<file path="src/rtl/trig_cond_pkg.sv">
package trig_cond_pkg;
  // Register index inside a bank: byte address bits [4:2]
  typedef enum logic [2:0] {
    REG_STATUS   = 3'd0,
    REG_RAW      = 3'd1,
    REG_RISE     = 3'd2,
    REG_FALL     = 3'd3,
    REG_RISE_SET = 3'd4,
    REG_RISE_CLR = 3'd5,
    REG_FALL_SET = 3'd6,
    REG_FALL_CLR = 3'd7
  } reg_idx_e;

  localparam int unsigned BANK_ADDR_LSB = 5;
endpackage

</file>
<file path="src/rtl/trig_line.sv">
module trig_line (
  input  logic clk_i,
  input  logic rst_ni,
  input  logic line_i,
  input  logic rise_i,
  input  logic fall_i,
  input  logic ack_i,
  output logic out_o,
  output logic pend_o
);
  logic samp_q, prev_q, pend_q, edge_hit;

  assign edge_hit = (rise_i & ~fall_i & samp_q & ~prev_q)
                  | (~rise_i & fall_i & ~samp_q & prev_q);

  always_ff @(posedge clk_i or negedge rst_ni) begin
    if (!rst_ni) begin
      samp_q <= 1'b0;
      prev_q <= 1'b0;
      pend_q <= 1'b0;
    end else begin
      samp_q <= line_i;
      prev_q <= samp_q;
      pend_q <= (pend_q & ~ack_i) | edge_hit;  // new edge wins over ack
    end
  end

  // edge modes show the latch, level modes the sample (inverted when both set)
  assign out_o  = (rise_i ^ fall_i) ? pend_q : (samp_q ^ fall_i);
  assign pend_o = pend_q;

  assert_rise_latch_R6: assert property (@(posedge clk_i) disable iff (!rst_ni)
    (rise_i && !fall_i && samp_q && !prev_q) |=> pend_q);
  assert_fall_latch_R7: assert property (@(posedge clk_i) disable iff (!rst_ni)
    (!rise_i && fall_i && !samp_q && prev_q) |=> pend_q);
  assert_ack_clears_R8: assert property (@(posedge clk_i) disable iff (!rst_ni)
    (ack_i && ((rise_i == fall_i) || (samp_q == prev_q))) |=> !pend_q);
  assert_level_no_latch_R12: assert property (@(posedge clk_i) disable iff (!rst_ni)
    (!pend_q && (rise_i == fall_i)) |=> !pend_q);
endmodule

</file>
<file path="src/rtl/trig_bank.sv">
module trig_bank
  import trig_cond_pkg::*;
#(
  parameter int unsigned BANK_W = 32
) (
  input  logic              clk_i,
  input  logic              rst_ni,
  input  logic              wr_i,
  input  reg_idx_e          idx_i,
  input  logic [BANK_W-1:0] wdata_i,
  input  logic [BANK_W-1:0] line_i,
  output logic [BANK_W-1:0] out_o,
  output logic [BANK_W-1:0] pend_o,
  output logic [BANK_W-1:0] rise_o,
  output logic [BANK_W-1:0] fall_o
);
  logic [BANK_W-1:0] rise_q, fall_q, ack;

  always_ff @(posedge clk_i or negedge rst_ni) begin
    if (!rst_ni) begin
      rise_q <= '0;
      fall_q <= '0;
    end else if (wr_i) begin
      unique case (idx_i)
        REG_RISE:     rise_q <= wdata_i;
        REG_RISE_SET: rise_q <= rise_q | wdata_i;
        REG_RISE_CLR: rise_q <= rise_q & ~wdata_i;
        REG_FALL:     fall_q <= wdata_i;
        REG_FALL_SET: fall_q <= fall_q | wdata_i;
        REG_FALL_CLR: fall_q <= fall_q & ~wdata_i;
        default: ;
      endcase
    end
  end

  assign ack = (wr_i && idx_i == REG_RAW) ? wdata_i : '0;

  for (genvar i = 0; i < BANK_W; i++) begin : g_line
    trig_line u_line (
      .clk_i  (clk_i),
      .rst_ni (rst_ni),
      .line_i (line_i[i]),
      .rise_i (rise_q[i]),
      .fall_i (fall_q[i]),
      .ack_i  (ack[i]),
      .out_o  (out_o[i]),
      .pend_o (pend_o[i])
    );
  end

  assign rise_o = rise_q;
  assign fall_o = fall_q;

  assert_rise_set_R3: assert property (@(posedge clk_i) disable iff (!rst_ni)
    (wr_i && idx_i == REG_RISE_SET) |=>
      (rise_q == ($past(rise_q) | $past(wdata_i))));
  assert_fall_clr_R3: assert property (@(posedge clk_i) disable iff (!rst_ni)
    (wr_i && idx_i == REG_FALL_CLR) |=>
      (fall_q == ($past(fall_q) & ~$past(wdata_i))));
  assert_cfg_hold_R2: assert property (@(posedge clk_i) disable iff (!rst_ni)
    !wr_i |=> ($stable(rise_q) && $stable(fall_q)));
endmodule

</file>
<file path="src/rtl/trig_cond.sv">
module trig_cond
  import trig_cond_pkg::*;
#(
  parameter int unsigned NUM_BANKS = 2,
  parameter int unsigned BANK_W    = 32,
  localparam int unsigned NUM_LINES = NUM_BANKS * BANK_W,
  localparam int unsigned BSEL_W    = (NUM_BANKS > 1) ? $clog2(NUM_BANKS) : 1,
  localparam int unsigned ADDR_W    = BANK_ADDR_LSB + BSEL_W
) (
  input  logic                 clk_i,
  input  logic                 rst_ni,
  input  logic                 req_i,
  input  logic                 we_i,
  input  logic [ADDR_W-1:0]    addr_i,
  input  logic [BANK_W-1:0]    wdata_i,
  output logic [BANK_W-1:0]    rdata_o,
  input  logic [NUM_LINES-1:0] line_i,
  output logic [NUM_LINES-1:0] irq_o
);
  logic [BSEL_W-1:0] bank_sel;
  reg_idx_e          idx;
  logic [1:0]        unused_byte;
  logic [BANK_W-1:0] rd_word, rdata_q;
  logic [BANK_W-1:0] b_out  [NUM_BANKS];
  logic [BANK_W-1:0] b_pend [NUM_BANKS];
  logic [BANK_W-1:0] b_rise [NUM_BANKS];
  logic [BANK_W-1:0] b_fall [NUM_BANKS];

  assign bank_sel    = addr_i[BANK_ADDR_LSB +: BSEL_W];
  assign idx         = reg_idx_e'(addr_i[4:2]);
  assign unused_byte = addr_i[1:0];

  for (genvar b = 0; b < NUM_BANKS; b++) begin : g_bank
    trig_bank #(.BANK_W(BANK_W)) u_bank (
      .clk_i   (clk_i),
      .rst_ni  (rst_ni),
      .wr_i    (req_i && we_i && (bank_sel == BSEL_W'(b))),
      .idx_i   (idx),
      .wdata_i (wdata_i),
      .line_i  (line_i[b*BANK_W +: BANK_W]),
      .out_o   (b_out[b]),
      .pend_o  (b_pend[b]),
      .rise_o  (b_rise[b]),
      .fall_o  (b_fall[b])
    );
    assign irq_o[b*BANK_W +: BANK_W] = b_out[b];
  end

  always_comb begin
    rd_word = '0;
    for (int b = 0; b < NUM_BANKS; b++) begin
      if (bank_sel == BSEL_W'(b)) begin
        unique case (idx)
          REG_STATUS: rd_word = b_out[b];
          REG_RAW:    rd_word = b_pend[b];
          REG_RISE:   rd_word = b_rise[b];
          REG_FALL:   rd_word = b_fall[b];
          default:    rd_word = '0;
        endcase
      end
    end
  end

  always_ff @(posedge clk_i or negedge rst_ni) begin
    if (!rst_ni)              rdata_q <= '0;
    else if (req_i && !we_i)  rdata_q <= rd_word;
  end

  assign rdata_o = rdata_q;

  assert_read_status_R10: assert property (@(posedge clk_i) disable iff (!rst_ni)
    (req_i && !we_i && idx == REG_STATUS && bank_sel == '0) |=>
      (rdata_o == $past(irq_o[BANK_W-1:0])));
  assert_alias_read_zero_R10: assert property (@(posedge clk_i) disable iff (!rst_ni)
    (req_i && !we_i && addr_i[4]) |=> (rdata_o == '0));
  assert_read_hold_R10: assert property (@(posedge clk_i) disable iff (!rst_ni)
    !(req_i && !we_i) |=> $stable(rdata_o));
endmodule

</file>
<file path="config.mk">
export PLATFORM = sky130hd
export DESIGN_NAME = trig_cond
export DESIGN_NICKNAME = d
export VERILOG_FILES = /design/src/rtl/trig_cond_pkg.sv /design/src/rtl/trig_line.sv /design/src/rtl/trig_bank.sv /design/src/rtl/trig_cond.sv
export SDC_FILE = /design/constraint.sdc
export NUM_CORES = 1
export LEC_CHECK = 0
export ABC_AREA = 1
export BUFFER_PORTS_ARGS = -buffer_cell sky130_fd_sc_hd__buf_2
export CORE_MARGIN = 5
export CORE_UTILIZATION = 24
export CTS_BUF_LIST = sky130_fd_sc_hd__clkbuf_8
export DETAILED_ROUTE_END_ITERATION = 10
export PLACE_DENSITY = 0.49
export SLEW_MARGIN = 25
export SYNTH_ARGS = -nofsm -noshare
export SYNTH_HDL_FRONTEND = slang
export SYNTH_SLANG_ARGS = --single-unit
export TNS_END_PERCENT = 20
</file>
<file path="constraint.sdc">
create_clock -name clk_i -period 4.77 [get_ports clk_i]
set_clock_uncertainty 0.15 [all_clocks]
set_input_delay 0.477 -clock clk_i [delete_from_list [all_inputs] [get_ports clk_i]]
set_output_delay 0.477 -clock clk_i [all_outputs]
set_load 0.005 [all_outputs]
</file>
==> results.py, run 1 <==
metrics = {
    "synth": {
        "ys_types": 24,
        "synth_area_leaders": "dfrtp_1 43%, nand2_1 10%, ha_1 7.9%",
        "synth.cells.most_frequent": "552 x nand2_1, 352 x dfrtp_1, 317 x inv_1",
        "synth_edf_count": 0,
        "yosys_warnings": 0,
        "synth_fp_nets": 2812,
        "synthArstFlopShare": 1.00,
        "synth_ff_type": "dfrtp_1",
        "avgSynthCellArea_um2": 7.86,
        "yosysTopAreaCellShare": 0.435,
        "synth_most_common_cell": "nand2_1",
        "netlist_instances": 2578,
        "ys_seq_area_frac": 0.435,
        "synth_top_cell_by_area": "dfrtp_1",
        "syn_area_mm2": 0.0203,
        "ys_ff_latch": 352,
    },
    "pwr": {
        "p_switching_uw": 3350,
        "vdd_drop_max_mv": 0.158,
        "p_int_uw": 6180,
        "p_sw_frac": 0.351,
        "leakagePower_uw": 0.0118,
        "power_density_mw_per_mm2": 390,
        "clockPowerShare": 0.324,
        "power_frac_comb": 0.278,
        "pwr-share-seq": 0.398,
    },
    "worst_setup_path": {
        "end_kind": "output pin",
        "crit_family": "simple AND/OR/NAND/NOR gates",
        "r2r_slack_ps": 3080,
        "r2r_end": "rdata_o[5]",
        "cp_slowest_stage_delay_ps": 380,
        "crit_slowest_cell": "dfrtp_1",
        "r2r_start": "g_bank[1].u_bank.rise_o[5]",
        "crit_end": "irq_o[60]",
        "r2r_cells": 7,
        "required_ps": 4140,
        "crit_chain": "inv_1, ha_1, or2_2, and2_1, buf_2",
        "critPathKind": "reg -> out",
        "crit_buf_inv": 2,
        "crit_arrival_ps": 2110,
        "setup.worst_path.start": "g_bank[1].u_bank.rise_o[28]",
        "path_depth": 5,
        "start_kind": "register",
        "cp_max_fo": 3,
    },
    "route": {
        "met2WireLength_mm": 31.9,
        "vias_per_cell": 4.50,
        "firstDrtPassIters": 6,
        "first_iter_violations": 1080,
        "met3_length_mm": 4.11,
        "drt-wirelength-per-cell_um": 17.8,
        "via_count": 18000,
        "post-route-drc-count": 0,
        "routedLengthMet1_mm": 33.6,
        "maxUsedRoutingLayer": "met4",
        "drt_wl_total_mm": 71.2,
        "ant_nets": 0,
    },
    "floorplan": {
        "io_pins": 202,
        "die_h_um": 301,
        "die_area_mm2": 0.0903,
        "initial_core_util": 0.242,
        "core-area_mm2": 0.0837,
        "die_w_um": 301,
        "placementRows": 106,
    },
    "run": {
        "maxCapViolations": 0,
    },
    "global_routing": {
        "antenna_found_initial": 6,
        "grt_pass1_vias": 17900,
        "grt_overflow": 0,
        "grt_pass1_wl_mm": 109,
        "grt_max_degree": 80,
        "grt_usage": 0.157,
    },
    "placed_design": {
        "place_hpwl_mm": 44.7,
        "dp.cells": 3774,
        "gp_congestion": 0.793,
        "portBuffers": 199,
    },
    "timing": {
        "tightest_slew_ps": 958,
        "setup_viol": 0,
        "min_period_ps": 2740,
        "fmax_mhz": 365,
        "post-route-period-util": 0.575,
        "hold_viol_final": 0,
        "maxSlewViolCount": 0,
        "rsz0062_at_grt": "no",
        "holdWs_ps": 235,
        "relSlewSlack": 0.362,
        "setup_tns_ps": 0,
    },
    "cells_and_area": {
        "instances_no_fill": 3996,
        "final_layout_size_suffix_gt1_frac": 0.145,
        "syn_to_final_growth_pct": 20.7,
        "finish.utilization": 0.292,
        "final_nets": 3044,
    },
    "clock_network": {
        "cts_resized": 0,
        "cts_max_level": 3,
        "cts_buffers": 71,
        "cts_tree": "built",
        "clk_pin_slew_worst_paths_ps": 60,
        "cts_buffer_depth": 3,
        "clkLatencyLatePin_ps": 680,
        "clock-sinks": 352,
        "cts_root_buffer": "clkbuf_8",
    },
    "status": {
        "run_status": "completed",
    },
    "min_path": {
        "min_path_type": "in -> async",
    },
}
==> final cells by class <==
type                            instances  area, um^2
Clock inverter                         29         128
Clock buffer                           90        1240
Tap cell                             1134        1420
Timing Repair Buffer                  329        2270
Fill cell                            9023       59200
Multi-Input combinational cell       1734        9370
Inverter                              322        1210
Antenna cell                            6        15.0
Sequential cell                       352        8810
==> worst register-to-register path, cell delays in order, from the launching register on <==
cell and delay, ps:
dfrtp_1 380, inv_1 70, ha_1 300, or2_2 280, nand3_1 90, nand2_1 60
nand3_1 160, nand2_1 70
==> metrics by stage <==
step | setup slack [ps] | cell area, um^2 | total power, uW
after floorplan | 2910 | 20300 | 5690
after global placement | 1430 | 22100 | 6440
after detailed placement | 1410 | 22100 | 6450
after CTS | 1940 | 24400 | 9720
after global routing | 1910 | 24400 | 10300
final | 2030 | 24500 | 9530
==> layer usage <==
metal,track usage,vias up
li1,-,8838
met1,0.216,8590
met2,0.250,449
met3,0.0333,108
met4,0.0417,0
met5,0,-
==> layout by cell type, fill, tap and decap left out <==
master         count
nand2_1          546
dfrtp_1          352
inv_1            339
nand3_1          314
o21ai_0          224
buf_2            196
nor2_1           156
ha_1             128
dlygate4sd3_1     97
clkbuf_8          90
or2_2             64
and2_1            64
o211ai_1          64
nand4_1           63
a22oi_1           54
a21oi_1           42
buf_4             32
diode_2            6
nand2_2            5
clkinv_2           5
inv_2              4
nor2_4             4
buf_12             3
nand3_2            2
nand2_4            2
nor3_4             2
inv_6              2
clkinvlp_4         1
buf_8              1
==> power by group through the flow <==
stage | clock, uW | combinational [uW] | sequential, uW
global placement | 0 | 2590 | 3850
detailed placement | 0 | 2600 | 3840
global route | 3360 | 3070 | 3870
CTS | 3230 | 2690 | 3800
finish | 3090 | 2650 | 3800
floorplan | 0 | 1950 | 3740
==> worst min-delay path by stage <==
stage,startpoint,end,depth (start not counted)
after detailed placement,g_bank[1].u_bank.g_line[14].u_line.samp_q,g_bank[1].u_bank.g_line[14].u_line.prev_q,0
final,rst_ni,g_bank[1].u_bank.g_line[1].u_line.pend_o,2
after global routing,line_i[57],g_bank[1].u_bank.g_line[25].u_line.samp_q,2
after CTS,addr_i[5],rdata_o[3],6
after floorplan,rst_ni,g_bank[0].u_bank.fall_o[0],0
after global placement,g_bank[1].u_bank.g_line[14].u_line.samp_q,g_bank[1].u_bank.g_line[14].u_line.prev_q,0
==> cell families (layout without fill, tap and decap cells) <==
family,after synthesis,count (layout),share of synthesized area
compound gates,384,384,0.109
fa+ha+maj,128,128,0.0790
buf+inv,492,770,0.106
flops,352,352,0.435
other cells,0,6,0
simple gates,1222,1222,0.271
==> sequential cells by signal, indices dropped and copies added, names as in the netlist <==
register,flops
g_bank.u_bank.fall_o,64
rdata_o,32
g_bank.u_bank.g_line.u_line.prev_q,64
g_bank.u_bank.g_line.u_line.pend_o,64
g_bank.u_bank.rise_o,64
g_bank.u_bank.g_line.u_line.samp_q,64
==> timing repair <==
action	in CTS	in global routing
hold buffers	97	0
hold endpoints to repair	201	0
buffers inserted	0	0
No activity file was read; power rests on OpenSTA's default activity.
==> run 2, diff against run 1 <==
--- a/config.mk
+++ b/config.mk
@@ -5,7 +5,7 @@
 export SDC_FILE = /design/constraint.sdc
 export NUM_CORES = 1
 export LEC_CHECK = 0
-export ABC_AREA = 1
+export ABC_AREA = 0
 export BUFFER_PORTS_ARGS = -buffer_cell sky130_fd_sc_hd__buf_2
 export CORE_MARGIN = 5
 export CORE_UTILIZATION = 24
==> constraint.sdc (replaced) <==
create_clock -name clk_i -period 2.63 [get_ports clk_i]
set_clock_uncertainty 0.15 [all_clocks]
set_input_delay 0.263 -clock clk_i [delete_from_list [all_inputs] [get_ports clk_i]]
set_output_delay 0.263 -clock clk_i [all_outputs]
set_load 0.005 [all_outputs]
==> results.py, run 2 <==
metrics = {
    "worst_setup_path": {
        "r2r_end": "rdata_o[31]",
        "crit_chain": "inv_1, ha_1, nor2_1, a21oi_1, buf_2",
        "cp_slowest_stage_delay_ps": 430,
        "start_kind": "register",
        "r2r_start": "g_bank[0].u_bank.fall_o[31]",
        "end_kind": "output pin",
        "crit_family": "flip-flops",
        "cp_max_fo": 4,
        "crit_buf_inv": 2,
        "r2r_cells": 5,
        "crit_slowest_cell": "dfrtp_1",
        "crit_arrival_ps": 2010,
        "required_ps": 2220,
        "r2r_slack_ps": 810,
        "critPathKind": "reg -> out",
    },
    "synth": {
        "synth_fp_nets": 2208,
        "ys_seq_area_frac": 0.464,
        "avgSynthCellArea_um2": 9.63,
        "ys_ff_latch": 352,
        "synth_top_cell_by_area": "dfrtp_1",
        "synth.cells.most_frequent": "352 x dfrtp_1, 246 x nand2_1, 185 x a21oi_1",
        "ys_types": 44,
        "yosys_warnings": 0,
        "yosysTopAreaCellShare": 0.464,
        "synthArstFlopShare": 1.00,
        "netlist_instances": 1974,
        "synth_most_common_cell": "dfrtp_1",
        "synth_edf_count": 0,
        "synth_ff_type": "dfrtp_1",
        "syn_area_mm2": 0.0190,
        "synth_area_leaders": "dfrtp_1 46%, ha_1 8.4%, a21oi_1 4.9%",
    },
    "timing": {
        "maxSlewViolCount": 0,
        "setup_viol": 0,
        "min_period_ps": 2420,
        "setup_slack_ps": 209,
        "setup_tns_ps": 0,
        "fmax_mhz": 413,
        "tightest_slew_ps": 905,
        "hold_viol_final": 0,
        "rsz0062_at_grt": "no",
        "post-route-period-util": 0.921,
        "relSlewSlack": 0.390,
    },
    "route": {
        "first_iter_violations": 898,
        "drt-wirelength-per-cell_um": 20.0,
        "post-route-drc-count": 0,
        "firstDrtPassIters": 5,
        "drt_wl_total_mm": 66.1,
        "ant_nets": 0,
        "vias_per_cell": 4.73,
        "via_count": 15600,
    },
    "floorplan": {
        "die_w_um": 291,
        "die_h_um": 291,
        "core-area_mm2": 0.0787,
        "placementRows": 103,
        "initial_core_util": 0.241,
        "io_pins": 202,
        "die_area_mm2": 0.0849,
    },
    "global_routing": {
        "grt_max_degree": 65,
        "grt_overflow": 0,
        "grt_pass1_vias": 16400,
        "antenna_found_initial": 4,
        "grt_usage": 0.153,
        "grt_pass1_wl_mm": 101,
    },
    "clock_network": {
        "clock-sinks": 352,
        "cts_root_buffer": "clkbuf_8",
        "cts_resized": 0,
        "cts_buffers": 71,
        "clk_pin_slew_worst_paths_ps": 60,
        "cts_buffer_depth": 3,
        "clkLatencyLatePin_ps": 650,
        "cts_tree": "built",
        "post_cts_buffers": 0,
        "cts_max_level": 3,
    },
    "cells_and_area": {
        "num-fill-cells": 8064,
        "final_nets": 2443,
        "layout_commonest_cell": "dfrtp_1",
        "area.sequential_mm2": 0.00881,
        "final_layout_size_suffix_gt1_frac": 0.164,
        "instances_no_fill": 3306,
        "syn_to_final_growth_pct": 22.7,
        "multiInputGateArea_mm2": 0.00863,
        "most-common-layout-cells": "352 x dfrtp_1, 245 x nand2_1, 196 x buf_2",
        "finalInstanceArea_mm2": 0.0233,
    },
    "status": {
        "run_status": "completed",
    },
    "placed_design": {
        "place_hpwl_mm": 41.7,
        "gp_congestion": 0.800,
        "pre_cts_ws_ps": 323,
        "portBuffers": 199,
        "dp.cells": 3087,
        "post_dp_cell_area_mm2": 0.0209,
    },
    "min_path": {
        "min_path_type": "in -> reg",
        "min-delay-start": "addr_i[2]",
        "hold_depth": 5,
        "whs_endpoint": "g_bank[0].u_bank.rise_o[28]",
    },
    "pwr": {
        "leakagePower_uw": 0.0102,
        "power_density_mw_per_mm2": 715,
        "vdd_drop_max_mv": 0.398,
    },
    "run": {
        "maxCapViolations": 0,
    },
}
## run 2: cell count changes after synthesis, sizes merged, moves of 63 or more
cell / change
a21o: +64
o211ai: -64
nand3: -315
mux2i: +64
inv: -167
nand4: -63
a21oi: +145
nand2: -307
xnor2: +64
or2: -63
o21ai: -99
nor2: -64
## run 2: power by group
group / internal [uW] / switching (uW) / leakage (uW)
Clock: 3180 / 2500 / 0.000790
Combinational: 1860 / 2150 / 0.00523
Sequential: 6140 / 845 / 0.00414
Total: 11200 / 5500 / 0.0102
## run 2: worst max-delay path by stage
stage / from / depth (start not counted) / to
5_1_grt: g_bank[0].u_bank.fall_o[9] / 4 / irq_o[9]
3_5_place_dp: addr_i[3] / 6 / rdata_o[11]
4_1_cts: g_bank[1].u_bank.rise_o[9] / 5 / irq_o[41]
6_report: g_bank[1].u_bank.rise_o[9] / 5 / irq_o[41]
2_1_floorplan: addr_i[2] / 7 / g_bank[0].u_bank.rise_o[10]
3_3_place_gp: addr_i[3] / 6 / rdata_o[11]
## run 2: cells by family (layout without fill, tap and decap cells)
family | after synthesis | in the layout | synth area share
AOI/OAI and AO/OA | 647 | 647 | 0.222
xor gates and xnor gates | 64 | 64 | 0.0295
adders and majority gates | 128 | 128 | 0.0843
muxes | 64 | 64 | 0.0337
buffers and inverters | 342 | 621 | 0.0856
other | 0 | 3 | 0
and+or+nand+nor | 377 | 377 | 0.0815
DFF | 352 | 352 | 0.464
## run 2: timing repair
action,CTS,global route
hold buffers,99,0
endpoints found under the hold margin,602,0
setup endpoints to repair,0,0
## run 2: final cells by class
| type | count | area share |
|---|---|---|
| diodes | 3 | 0.000322 |
| clock buffers | 88 | 0.0519 |
| well taps | 1050 | 0.0563 |
| clock inverters | 29 | 0.00762 |
| repair buffers | 351 | 0.111 |
| flip-flops and latches | 352 | 0.378 |
| inverters | 153 | 0.0246 |
| multi-input cells | 1280 | 0.370 |
## run 2: metrics by stage
step	util	hold slack [ps]	total power, uW
after global routing	0.296	48.7	17800
after floorplan	-	-183	9800
after global placement	0.266	117	10800
final	0.296	97.5	16700
after CTS	0.296	12.8	17000
after detailed placement	0.266	124	11000
## run 2: tightest hold or removal path, cell delays in order
cell and delay (ps):
buf_4 130, or3b_4 180, a21oi_4 80, o21ai_0 70
a22o_1 120
## run 2: layer usage
| metal | part of all wire | up-vias | track usage |
|---|---|---|---|
| met3 | 0.058 | 131 | 0.0335 |
| li1 | - | 7281 | - |
| met1 | 0.44 | 7792 | 0.195 |
| met5 | 0.00017 | - | 0 |
| met2 | 0.47 | 423 | 0.253 |
| met4 | 0.031 | 2 | 0.0586 |
==> run 3, diff against run 2 <==
--- a/config.mk
+++ b/config.mk
@@ -7,11 +7,12 @@
 export LEC_CHECK = 0
 export ABC_AREA = 0
 export BUFFER_PORTS_ARGS = -buffer_cell sky130_fd_sc_hd__buf_2
-export CORE_MARGIN = 5
-export CORE_UTILIZATION = 24
+export CORE_MARGIN = 10
+export CORE_UTILIZATION = 55
 export CTS_BUF_LIST = sky130_fd_sc_hd__clkbuf_8
 export DETAILED_ROUTE_END_ITERATION = 10
-export PLACE_DENSITY = 0.49
+export MAX_ROUTING_LAYER = met4
+export PLACE_DENSITY = 0.85
 export SLEW_MARGIN = 25
 export SYNTH_ARGS = -nofsm -noshare
 export SYNTH_HDL_FRONTEND = slang
==> results.py, run 3 (synthesized netlist as in run 2, its figures left out) <==
metrics = {
    "route": {
        "drt-wirelength-per-cell_um": 20.9,
        "post-route-drc-count": 0,
        "routedLengthMet1_mm": 22.5,
        "first_iter_violations": 1583,
        "met2WireLength_mm": 26.9,
        "maxUsedRoutingLayer": "met4",
        "met3_length_mm": 4.37,
        "ant_nets": 0,
        "via_count": 16000,
        "firstDrtPassIters": 7,
        "drt_wl_total_mm": 56.1,
        "vias_per_cell": 5.95,
    },
    "global_routing": {
        "grt_usage": 0.272,
        "antenna_found_initial": 5,
        "grt_max_degree": 74,
        "grt_pass1_wl_mm": 89.1,
        "grt_overflow": 0,
        "grt_pass1_vias": 16600,
    },
    "timing": {
        "maxSlewViolCount": 0,
        "min_period_ps": 2390,
        "post-route-period-util": 0.910,
        "tightest_slew_ps": 1080,
        "setup_slack_ps": 236,
        "setup_viol": 0,
        "relSlewSlack": 0.277,
        "setup_tns_ps": 0,
        "rsz0062_at_grt": "no",
        "hold_viol_final": 0,
        "fmax_mhz": 418,
    },
    "cells_and_area": {
        "syn_to_final_growth_pct": 17.4,
        "most-common-layout-cells": "352 x dfrtp_1, 245 x nand2_1, 197 x buf_2",
        "finish.utilization": 0.651,
        "num-fill-cells": 2599,
        "final_nets": 2416,
        "final_layout_size_suffix_gt1_frac": 0.157,
        "layout_commonest_cell": "dfrtp_1",
    },
    "clock_network": {
        "cts_resized": 0,
        "post_cts_buffers": 0,
        "clkLatencyLatePin_ps": 660,
        "cts_root_buffer": "clkbuf_8",
        "clk_pin_slew_worst_paths_ps": 60,
        "cts_tree": "built",
        "cts_buffers": 58,
        "cts_buffer_depth": 3,
        "clock-sinks": 352,
        "cts_max_level": 2,
    },
    "placed_design": {
        "pre_cts_ws_ps": 182,
        "place_hpwl_mm": 35.3,
        "gp_congestion": 0.816,
        "portBuffers": 199,
    },
    "worst_setup_path": {
        "crit_arrival_ps": 1980,
        "cp_max_fo": 5,
        "start_kind": "register",
        "crit_chain": "inv_1, ha_1, nor2_1, a21oi_1, buf_2",
        "setup.worst_path.start": "g_bank[0].u_bank.rise_o[19]",
        "required_ps": 2220,
        "critPathKind": "reg -> out",
        "r2r_end": "rdata_o[9]",
        "crit_slowest_cell": "dfrtp_1",
        "r2r_start": "g_bank[0].u_bank.fall_o[9]",
        "r2r_slack_ps": 830,
        "r2r_cells": 5,
        "end_kind": "output pin",
        "crit_end": "irq_o[19]",
        "cp_slowest_stage_delay_ps": 430,
    },
    "floorplan": {
        "die_area_mm2": 0.0424,
        "die_w_um": 206,
        "placementRows": 68,
        "initial_core_util": 0.554,
        "core-area_mm2": 0.0343,
        "die_h_um": 206,
        "io_pins": 202,
    },
    "pwr": {
        "vdd_drop_max_mv": 0.521,
        "leakagePower_uw": 0.0100,
        "power_density_mw_per_mm2": 729,
    },
    "status": {
        "run_status": "completed",
    },
    "run": {
        "maxCapViolations": 0,
    },
    "min_path": {
        "min_path_type": "in -> async",
    },
}
[run 3: power by group]
| part | switching, uW | internal (uW) | total [uW] |
|---|---|---|---|
| Clock | 2340 | 2930 | 5260 |
| Combinational | 2150 | 1850 | 4000 |
| Sequential | 859 | 6140 | 6990 |
[run 3: per-layer routing]
metal / GRT usage / vias to the layer above
met3: 0.0514 / 167
met4: 0.136 / 0
met1: 0.327 / 7843
met2: 0.432 / 747
li1: - / 7235
met5: - / -
[run 3: worst min-delay path by stage]
stage	from	endpoint	depth (start not counted)
2_1_floorplan	rst_ni	g_bank[0].u_bank.fall_o[0]	0
3_3_place_gp	rst_ni	g_bank[1].u_bank.g_line[11].u_line.samp_q	1
3_5_place_dp	rst_ni	g_bank[1].u_bank.g_line[11].u_line.samp_q	1
4_1_cts	rst_ni	g_bank[1].u_bank.g_line[11].u_line.samp_q	2
5_1_grt	rst_ni	rdata_o[10]	2
6_report	rst_ni	g_bank[1].u_bank.g_line[11].u_line.samp_q	2
[run 3: layout make-up]
class	instances	area, um^2	share of cell area
Antenna cell	5	12.5	0.000561
Clock buffer	74	1020	0.0457
Clock inverter	33	256	0.0115
Inverter	153	574	0.0257
Multi-Input combinational cell	1280	8630	0.387
Sequential cell	352	8810	0.395
Tap cell	455	569	0.0255
Timing Repair Buffer	337	2440	0.109
[run 3: repair_timing]
action,4_1_cts,5_1_grt
endpoints found under the hold margin,608,0
hold buffers,97,0
setup endpoints to repair,0,0
[run 3: worst max-delay path: cells and delay by family, from the launching register on]
family / cells / cell delay, ps
adders and majority gates: 1 / 300
and+or+nand+nor: 1 / 50
AOI/OAI and AO/OA: 1 / 300
DFF: 1 / 430
buffers and inverters: 2 / 250
[run 3: through the flow]
step                cells  total power, uW  hold slack, ps  instance area, um^2
detailed placement   2480            10900             105                20000
floorplan            1974             9800            -183                19000
finish               2689            16300            14.4                22300
global route         2689            17100            85.4                22300
global placement     2480            10600             104                20000
CTS                  2684            16300            23.1                22300
